==> config.mk <==
export PLATFORM = sky130hd
export DESIGN_NAME = ide_dma_seq
export DESIGN_NICKNAME = d
export VERILOG_FILES = /design/src/rtl/ide_dma_pkg.sv /design/src/rtl/ide_dma_acct.sv /design/src/rtl/ide_dma_flush.sv /design/src/rtl/ide_dma_seq.sv
export SDC_FILE = /design/constraint.sdc
export NUM_CORES = 1
export LEC_CHECK = 0
export CAP_MARGIN = 20
export CORE_MARGIN = 1
export CORE_UTILIZATION = 50
export CTS_CLUSTER_DIAMETER = 120
export DETAILED_ROUTE_END_ITERATION = 12
export MAX_ROUTING_LAYER = met4
export PLACE_DENSITY_LB_ADDON = 0.05
export SETUP_SLACK_MARGIN = 0.1
export SLEW_MARGIN = 20
export SYNTH_ARGS = -nofsm -noshare
export SYNTH_HDL_FRONTEND = slang
export SYNTH_HIERARCHICAL = 1
export SYNTH_SLANG_ARGS = --single-unit
==> constraint.sdc <==
create_clock -name clk -period 6.39 [get_ports clk]
set_input_delay 0.639 -clock clk [delete_from_list [all_inputs] [get_ports clk]]
set_output_delay 0.639 -clock clk [all_outputs]
set_load 0.05 [all_outputs]
==> src/rtl/ide_dma_pkg.sv <==
package ide_dma_pkg;

    typedef enum logic [1:0] {
        ST_IDLE,
        ST_ACCT,
        ST_REQ,
        ST_WAIT
    } seq_state_e;

    localparam logic [7:0] STAT_RESET     = 8'h00;
    localparam logic [7:0] STAT_BUSY      = 8'h80;
    localparam logic [7:0] STAT_DISK_DONE = 8'h50;
    localparam logic [7:0] STAT_PKT_DONE  = 8'h40;
    localparam logic [7:0] STAT_FAIL      = 8'h41;

    localparam int SECTOR_SHIFT = 9;
    localparam int BLOCK_SHIFT  = 11;

endpackage

==> src/rtl/ide_dma_acct.sv <==
// Combinational accounting step: applies one completed chunk to the
// disk or packet-device position and reports completion.
module ide_dma_acct #(
    parameter int LEN_W = 16,
    parameter int SEC_W = 32,
    parameter int CNT_W = 16,
    parameter int PKT_W = 24,
    localparam int LBA_W = SEC_W - 2
) (
    input  logic                    atapi,
    input  logic [LEN_W-1:0]        chunk,
    input  logic [SEC_W-1:0]        sector,
    input  logic signed [CNT_W:0]   nsect,
    input  logic [LBA_W-1:0]        lba,
    input  logic [10:0]             off,
    input  logic signed [PKT_W:0]   pkt,
    output logic [SEC_W-1:0]        sector_n,
    output logic signed [CNT_W:0]   nsect_n,
    output logic [LBA_W-1:0]        lba_n,
    output logic [10:0]             off_n,
    output logic signed [PKT_W:0]   pkt_n,
    output logic                    finished,
    output logic [SEC_W-1:0]        target
);
    import ide_dma_pkg::*;

    logic [LEN_W:0] rounded;
    logic [LEN_W:0] step;
    logic [LEN_W:0] ofs_sum;

    always_comb begin
        rounded  = {1'b0, chunk} + (LEN_W+1)'(511);
        step     = rounded >> SECTOR_SHIFT;
        ofs_sum  = (LEN_W+1)'(off) + (LEN_W+1)'(chunk);
        sector_n = sector;
        nsect_n  = nsect;
        lba_n    = lba;
        off_n    = off;
        pkt_n    = pkt;
        finished = 1'b0;
        if (chunk != '0) begin
            if (atapi) begin
                pkt_n    = pkt - $signed((PKT_W+1)'(chunk));
                lba_n    = lba + LBA_W'(ofs_sum >> BLOCK_SHIFT);
                off_n    = ofs_sum[10:0];
                finished = (pkt_n <= 0);
            end else begin
                sector_n = sector + SEC_W'(step);
                nsect_n  = nsect - $signed((CNT_W+1)'(step));
                finished = (nsect_n == 0);
            end
        end
        if (atapi) begin
            target = SEC_W'({lba_n, 2'b00}) + SEC_W'(off_n[10:9]);
        end else begin
            target = sector_n;
        end
    end

endmodule

==> src/rtl/ide_dma_flush.sv <==
// Holds a flush request until no storage request is outstanding.
module ide_dma_flush (
    input  logic clk,
    input  logic rst_n,
    input  logic flush_i,
    input  logic outstanding_i,
    output logic flush_done_o
);
    logic pend_d, pend_q;

    always_comb begin
        pend_d = flush_i | (pend_q & outstanding_i);
    end

    always_ff @(posedge clk or negedge rst_n) begin
        if (!rst_n) pend_q <= 1'b0;
        else        pend_q <= pend_d;
    end

    assign flush_done_o = pend_q & ~outstanding_i;

endmodule

==> src/rtl/ide_dma_seq.sv <==
module ide_dma_seq #(
    parameter int ADDR_W = 32,
    parameter int LEN_W  = 16,
    parameter int SEC_W  = 32,
    parameter int CNT_W  = 16,
    parameter int PKT_W  = 24
) (
    input  logic              clk,
    input  logic              rst_n,
    input  logic              cmd_load,
    input  logic              cmd_atapi,
    input  logic              cmd_write,
    input  logic [SEC_W-1:0]  cmd_start,
    input  logic [CNT_W-1:0]  cmd_sectors,
    input  logic [PKT_W-1:0]  cmd_bytes,
    input  logic              desc_valid,
    output logic              desc_ready,
    input  logic [ADDR_W-1:0] desc_addr,
    input  logic [LEN_W-1:0]  desc_len,
    output logic              req_valid,
    input  logic              req_ready,
    input  logic              req_nack,
    output logic              req_write,
    output logic [ADDR_W-1:0] req_addr,
    output logic [LEN_W-1:0]  req_len,
    output logic [SEC_W-1:0]  req_sector,
    input  logic              rsp_valid,
    input  logic              rsp_err,
    input  logic              flush,
    output logic              flush_done,
    output logic              end_dma,
    output logic              irq,
    output logic [7:0]        status
);
    import ide_dma_pkg::*;

    localparam int LBA_W = SEC_W - 2;

    typedef struct packed {
        seq_state_e              st;
        logic                    atapi;
        logic                    wr;
        logic [ADDR_W-1:0]       io_addr;
        logic [LEN_W-1:0]        io_len;
        logic [LEN_W-1:0]        chunk;
        logic [SEC_W-1:0]        sector;
        logic signed [CNT_W:0]   nsect;
        logic [LBA_W-1:0]        lba;
        logic [10:0]             off;
        logic signed [PKT_W:0]   pkt;
        logic [ADDR_W-1:0]       r_addr;
        logic [LEN_W-1:0]        r_len;
        logic [SEC_W-1:0]        r_sector;
        logic                    end_p;
        logic                    irq_p;
        logic [7:0]              stat;
    } seq_t;

    seq_t q, d;

    logic [SEC_W-1:0]      a_sector, a_target;
    logic signed [CNT_W:0] a_nsect;
    logic [LBA_W-1:0]      a_lba;
    logic [10:0]           a_off;
    logic signed [PKT_W:0] a_pkt;
    logic                  a_fin;
    logic                  outstanding;
    logic                  wait_st;

    ide_dma_acct #(
        .LEN_W(LEN_W), .SEC_W(SEC_W), .CNT_W(CNT_W), .PKT_W(PKT_W)
    ) u_acct (
        .atapi    (q.atapi),
        .chunk    (q.chunk),
        .sector   (q.sector),
        .nsect    (q.nsect),
        .lba      (q.lba),
        .off      (q.off),
        .pkt      (q.pkt),
        .sector_n (a_sector),
        .nsect_n  (a_nsect),
        .lba_n    (a_lba),
        .off_n    (a_off),
        .pkt_n    (a_pkt),
        .finished (a_fin),
        .target   (a_target)
    );

    assign outstanding = (q.st == ST_REQ) || (q.st == ST_WAIT);
    assign wait_st     = (q.st == ST_WAIT);

    ide_dma_flush u_flush (
        .clk           (clk),
        .rst_n         (rst_n),
        .flush_i       (flush),
        .outstanding_i (outstanding),
        .flush_done_o  (flush_done)
    );

    always_comb begin
        d       = q;
        d.end_p = 1'b0;
        d.irq_p = 1'b0;
        unique case (q.st)
            ST_IDLE: begin
                if (cmd_load) begin
                    d.atapi  = cmd_atapi;
                    d.wr     = cmd_write;
                    d.sector = cmd_start;
                    d.lba    = cmd_start[LBA_W-1:0];
                    d.off    = '0;
                    d.nsect  = $signed({1'b0, cmd_sectors});
                    d.pkt    = $signed({1'b0, cmd_bytes});
                    d.stat   = STAT_BUSY;
                end else if (desc_valid) begin
                    d.io_addr = desc_addr;
                    d.io_len  = desc_len;
                    d.chunk   = '0;
                    d.st      = ST_ACCT;
                end
            end
            ST_ACCT: begin
                d.sector = a_sector;
                d.nsect  = a_nsect;
                d.lba    = a_lba;
                d.off    = a_off;
                d.pkt    = a_pkt;
                if (a_fin) begin
                    d.stat  = q.atapi ? STAT_PKT_DONE : STAT_DISK_DONE;
                    d.irq_p = 1'b1;
                end
                if (q.io_len == '0) begin
                    d.end_p = 1'b1;
                    d.chunk = '0;
                    d.st    = ST_IDLE;
                end else begin
                    d.r_addr   = q.io_addr;
                    d.r_len    = q.io_len;
                    d.r_sector = a_target;
                    d.chunk    = q.io_len;
                    d.io_addr  = q.io_addr + ADDR_W'(q.io_len);
                    d.io_len   = '0;
                    d.st       = ST_REQ;
                end
            end
            ST_REQ: begin
                if (req_ready) begin
                    if (req_nack) begin
                        d.stat  = STAT_FAIL;
                        d.irq_p = 1'b1;
                        d.end_p = 1'b1;
                        d.chunk = '0;
                        d.st    = ST_IDLE;
                    end else begin
                        d.st = ST_WAIT;
                    end
                end
            end
            ST_WAIT: begin
                if (rsp_valid) begin
                    if (rsp_err) begin
                        d.stat  = STAT_FAIL;
                        d.irq_p = 1'b1;
                        d.end_p = 1'b1;
                        d.chunk = '0;
                        d.st    = ST_IDLE;
                    end else begin
                        d.st = ST_ACCT;
                    end
                end
            end
            default: d.st = ST_IDLE;
        endcase
    end

    always_ff @(posedge clk or negedge rst_n) begin
        if (!rst_n) begin
            q      <= '0;
            q.st   <= ST_IDLE;
            q.stat <= STAT_RESET;
        end else begin
            q <= d;
        end
    end

    assign desc_ready = (q.st == ST_IDLE) && !cmd_load;
    assign req_valid  = (q.st == ST_REQ);
    assign req_write  = q.wr;
    assign req_addr   = q.r_addr;
    assign req_len    = q.r_len;
    assign req_sector = q.r_sector;
    assign end_dma    = q.end_p;
    assign irq        = q.irq_p;
    assign status     = q.stat;

endmodule

==> summary.md, run 1 <==
| Metric | Value |
|---|---|
| First-pass GRT wire length | 83.5 mm |
| Total routing resource utilization after global routing | 29.2% |
| Critical Setup Path Class | reg -> reg |
| Final layout net count | 2,500 |
| Synthesized area per cell | 8.09 um^2 |
| Worst ir drop on vdd | 0.380 mV |
| Internal power | 6.49 mW |
| Number of design-rule violations left by the first detailed-router iteration | 996 |
| Starting utilization of the core area | 50.7% |
| Sinks on Clock Net | 270 |
| Top fanout value on the critical path | 4 |
| Hpwl dp | 35.5 mm |
| Maximum clock path buffer count | 3 |
| Detailed Routing Iterations Pass 1 | 5 |
| Final Worst Setup Slack | 0.927 ns |
| DP Worst Slack | 0.915 ns |
| Final Cycle Share | 85.5% |
| Core Region | 35,600 um^2 |
| # IOs | 225 |
| Clock buffer count from CTS | 31 |
| Most used DFF post-synth | dfrtp_1 |
| Wire length after detailed routing | 52.1 mm |
| TritonCTS clock tree | built |
| Placed Area | 19,900 um^2 |
| Transition time at the pin with the least slew margin | 1.03 ns |
| Clock tree root buffer cell | clkbuf_16 |
| Cells after synthesis | 2,230 |
| Startpoint class of the critical path | flop |
| Global route total overflow | 0 |
| Number of setup violations in the final report | 0 |
| Relative contribution of sequential cells to total power | 25.8% |
| RD Place Congestion | 0.928 |
| Sw Share | 50.6% |
| Total power after layout | 13.1 mW |
| Number of buffers inserted for hold repair after clock tree synthesis | 0 |
| Setup repair after global routing missed its margin | false |
| Number of global-route vias before repair | 15,400 |
| Share of synthesized cell area in and, or, nand and nor gates | 24.3% |
| Design area | 21,000 um^2 |
| Share of synthesized cell area in full adder, half adder and majority cells | 5.17% |
| Clk pwr share | 15.2% |
| Post-CTS sizing | 0 |
| Initial antenna violation count | 1 |
| Netlist area before placement | 18,000 um^2 |
| Flop and latch count out of synthesis | 270 |
| Routed via count divided by cell count | 5.70 |
| Synthesis warning total | 6 |
| Clock input transition at the sequential cells of the worst setup and hold paths | 0.06 ns |
| WHS | 0.00652 ns |
| Mux share of post-synthesis cell area | 2.47% |
| Number of synthesized flops with an enable pin | 0 |
| Routed len/inst | 18.7 um |
| DIE AREA | 36,900 um^2 |
| Pin count of the biggest net entering global routing | 136 |
| Post-synthesis compound-gate area fraction | 17.1% |
| Net switching power figure | 6.64 mW |
| Total Negative Setup Slacks | 0 ns |
| Post-route ant nets | 0 |
| Fin. max-slew vios | 0 |
| P&R area growth vs syn | 16.6% |
| Pwr dens | 624 nW/um^2 |
| Minimum period implied by the final worst setup slack | 5.46 ns |
| Xor and xnor area share after synthesis | 6.23% |
| Number of levels the H-tree was split into | 1 |
| Number of distinct library cells after synthesis | 90 |
| Clock latency at the later pin of the worst-skew pair | 0.59 ns |
| Class of the worst hold path | in -> async |
| Remaining max-slew budget at the tightest pin | 31.5% |
| Combinational family with the most area after synthesis | simple AND/OR/NAND/NOR gates |
| Count of buffers from port buffering | 220 |
| Vert. Die Dim | 192 um |
| Sequential cell area fraction in the yosys report | 37.4% |
| Result of the run | completed |
| Maximum operating frequency | 183 MHz |
| CP Data Required Time | 6.87 ns |
| Fraction of synthesis flops using an asynchronous set or reset pin | 100% |
| DRC viols | 0 |
| Fraction of power consumed by combinational cells | 59.0% |
| Number of violations of the max-capacitance limit | 0 |
| Fin. Hold Viols | 0 |
| Layout Skew | 0.00919 ns |
| Worst setup EP type | flop |
| Post-CTS setup repair buffer count | 0 |
| Fraction of final layout cells with drive strength greater than 1 | 6.85% |
| Arrival time of data at the critical path endpoint | 5.95 ns |
| Leakage dissipation | 9.43 nW |
| Horizontal die dimension | 192 um |
| Total number of placement rows | 69 |
| Total vias in the final route | 15,900 |
-- per-layer routing --
metal / track usage (%) / share of wire (%)
met1: 40.7 / 47
met2: 45.3 / 46
met3: 4.02 / 5.5
met4: 5.97 / 1.9
met5: - / 0
-- worst max-delay path: stages (launching register included) --
cell	delay, ns
dfrtp_1	0.42
ha_1	0.25
fa_1	0.41
a21o_1	0.19
a21oi_1	0.22
o21bai_1	0.10
a2111oi_0	0.60
o31ai_1	0.23
a21oi_1	0.27
nand2b_1	0.20
xnor2_1	0.10
fa_1	0.44
nor2b_1	0.12
o21ai_0	0.10
a21boi_0	0.31
o21ai_2	0.19
a2111oi_4	0.50
nand3_1	0.15
xnor2_1	0.16
mux2_2	0.27
nand2_1	0.06
nand2_1	0.05
-- per-stage QoR --
stage | instances | util, %
6_report | 2784 | 59.2
2_1_floorplan | 2233 | -
5_1_grt | 2784 | 59.2
4_1_cts | 2783 | 59.1
3_5_place_dp | 2726 | 55.9
3_3_place_gp | 2726 | 55.9
-- cells in the mapped netlist (all sizes together) (3+ instances only) --
library cell | instances | area share (%)
o311ai | 7 | 0.34
nor3 | 38 | 1.1
o31ai | 5 | 0.21
inv | 45 | 0.94
fa | 6 | 0.67
xnor2 | 77 | 3.8
a21oi | 136 | 3.9
and3 | 57 | 2.0
and4 | 10 | 0.50
nor4 | 14 | 0.79
buf | 122 | 4.6
a2111oi | 5 | 0.35
and2 | 16 | 0.55
nor2b | 8 | 0.28
nand2 | 595 | 12
a31oi | 51 | 1.8
clkbuf | 84 | 1.7
mux2i | 7 | 0.39
a21boi | 4 | 0.19
nand2b | 14 | 0.49
dfrtp | 270 | 37
or3 | 4 | 0.14
nand3 | 55 | 1.6
ha | 65 | 4.5
o21a | 14 | 0.58
a21o | 21 | 0.87
mux2 | 32 | 2.1
a22o | 16 | 0.78
a211oi | 12 | 0.60
a311o | 3 | 0.17
o21ai | 181 | 5.0
o2111ai | 6 | 0.42
xor2 | 48 | 2.4
nand4b | 5 | 0.24
nand4 | 13 | 0.52
or4 | 6 | 0.27
o21bai | 9 | 0.37
or2 | 9 | 0.31
nor2 | 121 | 2.5
o211ai | 11 | 0.49
-- power groups by stage --
stage | clock [mW] | sequential [mW] | combinational (mW)
2_1_floorplan | 0 | 3.06 | 6.17
3_3_place_gp | 0 | 3.37 | 7.57
3_5_place_dp | 0 | 3.38 | 7.71
4_1_cts | 2.03 | 3.37 | 7.74
5_1_grt | 2.09 | 3.49 | 8.60
6_report | 1.99 | 3.38 | 7.75
-- cell usage in the layout (no fill, tap or decap), types with 31 or more instances in the layout --
master	netlist	final
a21oi_1	134	134
clkdlybuf4s50_1	0	219
dfrtp_1	270	270
o21ai_0	171	171
nand3_1	52	52
nand2_1	593	591
clkbuf_16	0	31
and3_1	55	55
ha_1	65	65
xnor2_1	75	75
inv_1	45	45
xor2_1	46	46
a31oi_1	51	51
nor3_1	35	35
nor2_1	120	118
-- logic make-up (layout without fill, tap and decap cells) --
group / Yosys count / in the layout
buf+inv: 251 / 340
other cells: 1 / 5
xor+xnor: 125 / 125
flops: 270 / 270
mux: 39 / 39
fa+ha+maj: 71 / 71
simple gates: 973 / 973
compound gates: 500 / 500
-- worst paths after layout --
kind / slack, ns / endpoint / cells past startpoint / start
max: 0.93 / req_sector[28] / 21 / q[205]
min reg2reg: 0.47 / u_flush/pend_q / 1 / u_flush/pend_q
max reg2reg: 0.93 / req_sector[28] / 21 / q[205]
min: 0.007 / req_len[0] / 1 / rst_n
max in group asynchronous: 5.07 / q[253] / 2 / rst_n
min in group clk: 0.47 / u_flush/pend_q / 1 / u_flush/pend_q
-- registers in the layout, summed over array words and instances, names as in the netlist --
register        cells
end_dma             1
req_sector         32
status              4
q                 182
req_addr           32
req_write           1
irq                 1
req_len            16
u_flush/pend_q      1
-- cell type report --
cell class                      instances  area, um^2
Fill cell                            3207       14500
Multi-Input combinational cell       1712       10000
Sequential cell                       270        6760
Timing Repair Buffer                  238        2360
Clock buffer                           42         887
Tap cell                              461         577
Clock inverter                         15         255
Inverter                               45         169
Antenna cell                            1        2.50
Note: power is estimated with default switching activity, not from simulation.
==> run 2: changes to the inputs <==
SLEW_MARGIN = not set   (was 20)
==> run 2 against run 1 <==
Compared with the run above: clock power fell by 3%; clock skew grew 0.013 ns; core utilization about the same; via count grew 0.42%; sequential cell count unchanged; critical path type unchanged; largest cell class unchanged; largest power group unchanged; highest routed layer unchanged.
==> summary.md, run 2 (same netlist as run 1, synthesis figures left out) <==
| Metric | Value |
|---|---|
| Total Negative Setup Slacks | 0 ns (unchanged) |
| Initial antenna violation count | 1 (unchanged) |
| Hpwl dp | 35.6 mm (+0.16%) |
| Routed len/inst | 18.7 um (about the same) |
| Clock buffer count from CTS | 35 (+13%) |
| Pwr dens | 622 nW/um^2 (-0.37%) |
| Wire length after detailed routing | 52.1 mm (about the same) |
| CP Data Required Time | 6.81 ns (-0.06 ns) |
| Clock tree root buffer cell | clkbuf_16 |
| Maximum operating frequency | 181 MHz (-1.2%) |
| Total vias in the final route | 15,900 (+0.42%) |
| Startpoint class of the critical path | flop |
| Starting utilization of the core area | 50.7% (unchanged) |
| Top fanout value on the critical path | 4 (unchanged) |
| Final Cycle Share | 86.5% (+1.0 points) |
| Pin count of the biggest net entering global routing | 136 (unchanged) |
| Buffers & Inverters on Critical Path | 0 (unchanged) |
| Routed via count divided by cell count | 5.72 (+0.35%) |
| First-pass GRT wire length | 83.9 mm (+0.45%) |
| Clock input transition at the sequential cells of the worst setup and hold paths | 0.06 ns (about the same) |
| Biggest register | q |
| Count of buffers from port buffering | 220 (unchanged) |
| Vert. Die Dim | 192 um (unchanged) |
| Global route total overflow | 0 (unchanged) |
| Number of flip-flops in the largest register | 182 (unchanged) |
| Transition time at the pin with the least slew margin | 1.01 ns (-0.0139 ns) |
| Sinks on Clock Net | 270 (unchanged) |
| Clock latency at the later pin of the worst-skew pair | 0.54 ns (-0.05 ns) |
| Class of the worst hold path | in -> async |
| Detailed Routing Iterations Pass 1 | 5 (unchanged) |
| DRC viols | 0 (unchanged) |
| Minimum period implied by the final worst setup slack | 5.53 ns (+0.0668 ns) |
| Fin. max-slew vios | 0 (unchanged) |
| RD Place Congestion | 0.928 (unchanged) |
| Critical Setup Path Class | reg -> reg |
| Number of buffers inserted for hold repair after clock tree synthesis | 0 (unchanged) |
| # IOs | 225 (unchanged) |
| Cell family with the largest share of critical-path delay | compound AO/OA/AOI/OAI gates |
| Remaining max-slew budget at the tightest pin | 32.4% (+0.93 points) |
| Post-route ant nets | 0 (unchanged) |
| Total routing resource utilization after global routing | 29.5% (+0.36 points) |
| Fin. Hold Viols | 0 (unchanged) |
| Core Region | 35,600 um^2 (unchanged) |
| Maximum clock path buffer count | 3 (unchanged) |
| Post-CTS sizing | 0 (unchanged) |
| Setup repair after global routing missed its margin | false |
| Number of levels the H-tree was split into | 2 (+1) |
| Worst ir drop on vdd | 0.356 mV (-6.2%) |
| Commonest cells after routing, fill and taps aside | 591 x nand2_1, 270 x dfrtp_1, 219 x clkdlybuf4s50_1 |
| Post-CTS setup repair buffer count | 0 (unchanged) |
| Final cell utilization of the core | 59.1% (about the same) |
| Horizontal die dimension | 192 um (unchanged) |
| Final layout net count | 2,505 (+0.20%) |
| Worst path max stage delay | 0.65 ns (+0.05 ns) |
| Number of setup violations in the final report | 0 (unchanged) |
| Arrival time of data at the critical path endpoint | 5.95 ns (about the same) |
| Number of design-rule violations left by the first detailed-router iteration | 1,015 (+1.9%) |
| Slowest stage cell, crit path | a2111oi_0 |
| TritonCTS clock tree | built |
| Number of violations of the max-capacitance limit | 0 (unchanged) |
| Layout Skew | 0.0222 ns (+0.0130 ns) |
| Fraction of final layout cells with drive strength greater than 1 | 6.80% (-0.049 points) |
| Total number of placement rows | 69 (unchanged) |
| Number of global-route vias before repair | 15,300 (-0.23%) |
| Critical Path, Cell by Cell | ha_1 -> fa_1 -> a21o_1 -> a21oi_1 -> o21bai_1 -> a2111oi_0 -> o31ai_1 -> a21oi_1 -> nand2b_1 -> xnor2_1 -> fa_1 -> nor2b_1 -> o21ai_0 -> a21boi_0 -> o21ai_2 -> a2111oi_4 -> nand3_1 -> xnor2_1 -> mux2_2 -> nand2_1 -> nand2_1 |
| Most common library cell in the layout ignoring fill and taps | nand2_1 |
| P&R area growth vs syn | 16.5% (about the same) |
| Worst setup EP type | flop |
| Leakage dissipation | 9.44 nW (about the same) |
| DIE AREA | 36,900 um^2 (unchanged) |
| Result of the run | completed |
==> run 2: changes by cell type in the layout (fill, tap and decap cells not counted), moves of 2 or more <==
cell	previous run	this run
bufinv_16	6	2
clkbuf_1	4	7
clkbuf_16	31	36
clkbuf_8	7	4
clkinv_2	3	6
clkinv_4	2	0
clkinvlp_4	3	1
==> run 2: worst paths after layout <==
check | startpoint | endpoint | slack, ns | cells after the start
max | q[205] | req_sector[28] | 0.86 | 21
min | rst_n | req_len[10] | 0.08 | 1
max reg2reg | q[205] | req_sector[28] | 0.86 | 21
min reg2reg | u_flush/pend_q | u_flush/pend_q | 0.47 | 1
max in group asynchronous | rst_n | u_flush/pend_q | 5.02 | 2
min in group clk | u_flush/pend_q | u_flush/pend_q | 0.47 | 1
==> run 2: metrics by stage <==
stage | hold slack (ns) | total power, mW | worst slack [ns] | std cells | cell area (um^2)
final | 0.0773 | 13.1 | 0.860 | 2786 | 21000
after floorplan | 0.343 | 9.23 | 1.60 | 2233 | 18100
after global routing | 0.121 | 14.2 | 0.356 | 2786 | 21000
after CTS | 0.0956 | 13.1 | 0.902 | 2785 | 21000
after global placement | 0.455 | 10.9 | 1.05 | 2726 | 19900
after detailed placement | 0.461 | 11.1 | 0.916 | 2727 | 19900
==> run 2: metal layers <==
| layer | vias to the layer above | GRT usage, % | routed length [um] |
|---|---|---|---|
| met3 | 78 | 4.40 | 2960 |
| met2 | 460 | 44.8 | 23400 |
| met4 | 0 | 8.45 | 1320 |
| li1 | 7726 | - | - |
| met1 | 7670 | 41.0 | 24400 |
| met5 | - | - | 0 |
==> run 2: report_power, final <==
part           switching, mW  total (mW)  internal, mW
clock network          0.785        1.94          1.16
registers              0.894        3.38          2.49
logic                   4.95        7.74          2.79
total                   6.63        13.1          6.44
==> run 2: cell type report <==
cell class | instances | area (um^2)
Fill cell | 3211 | 14500
Multi-Input combinational cell | 1712 | 10000
Sequential cell | 270 | 6760
Timing Repair Buffer | 239 | 2380
Clock buffer | 47 | 982
Tap cell | 461 | 577
Inverter | 45 | 169
Clock inverter | 11 | 123
Antenna cell | 1 | 2.50
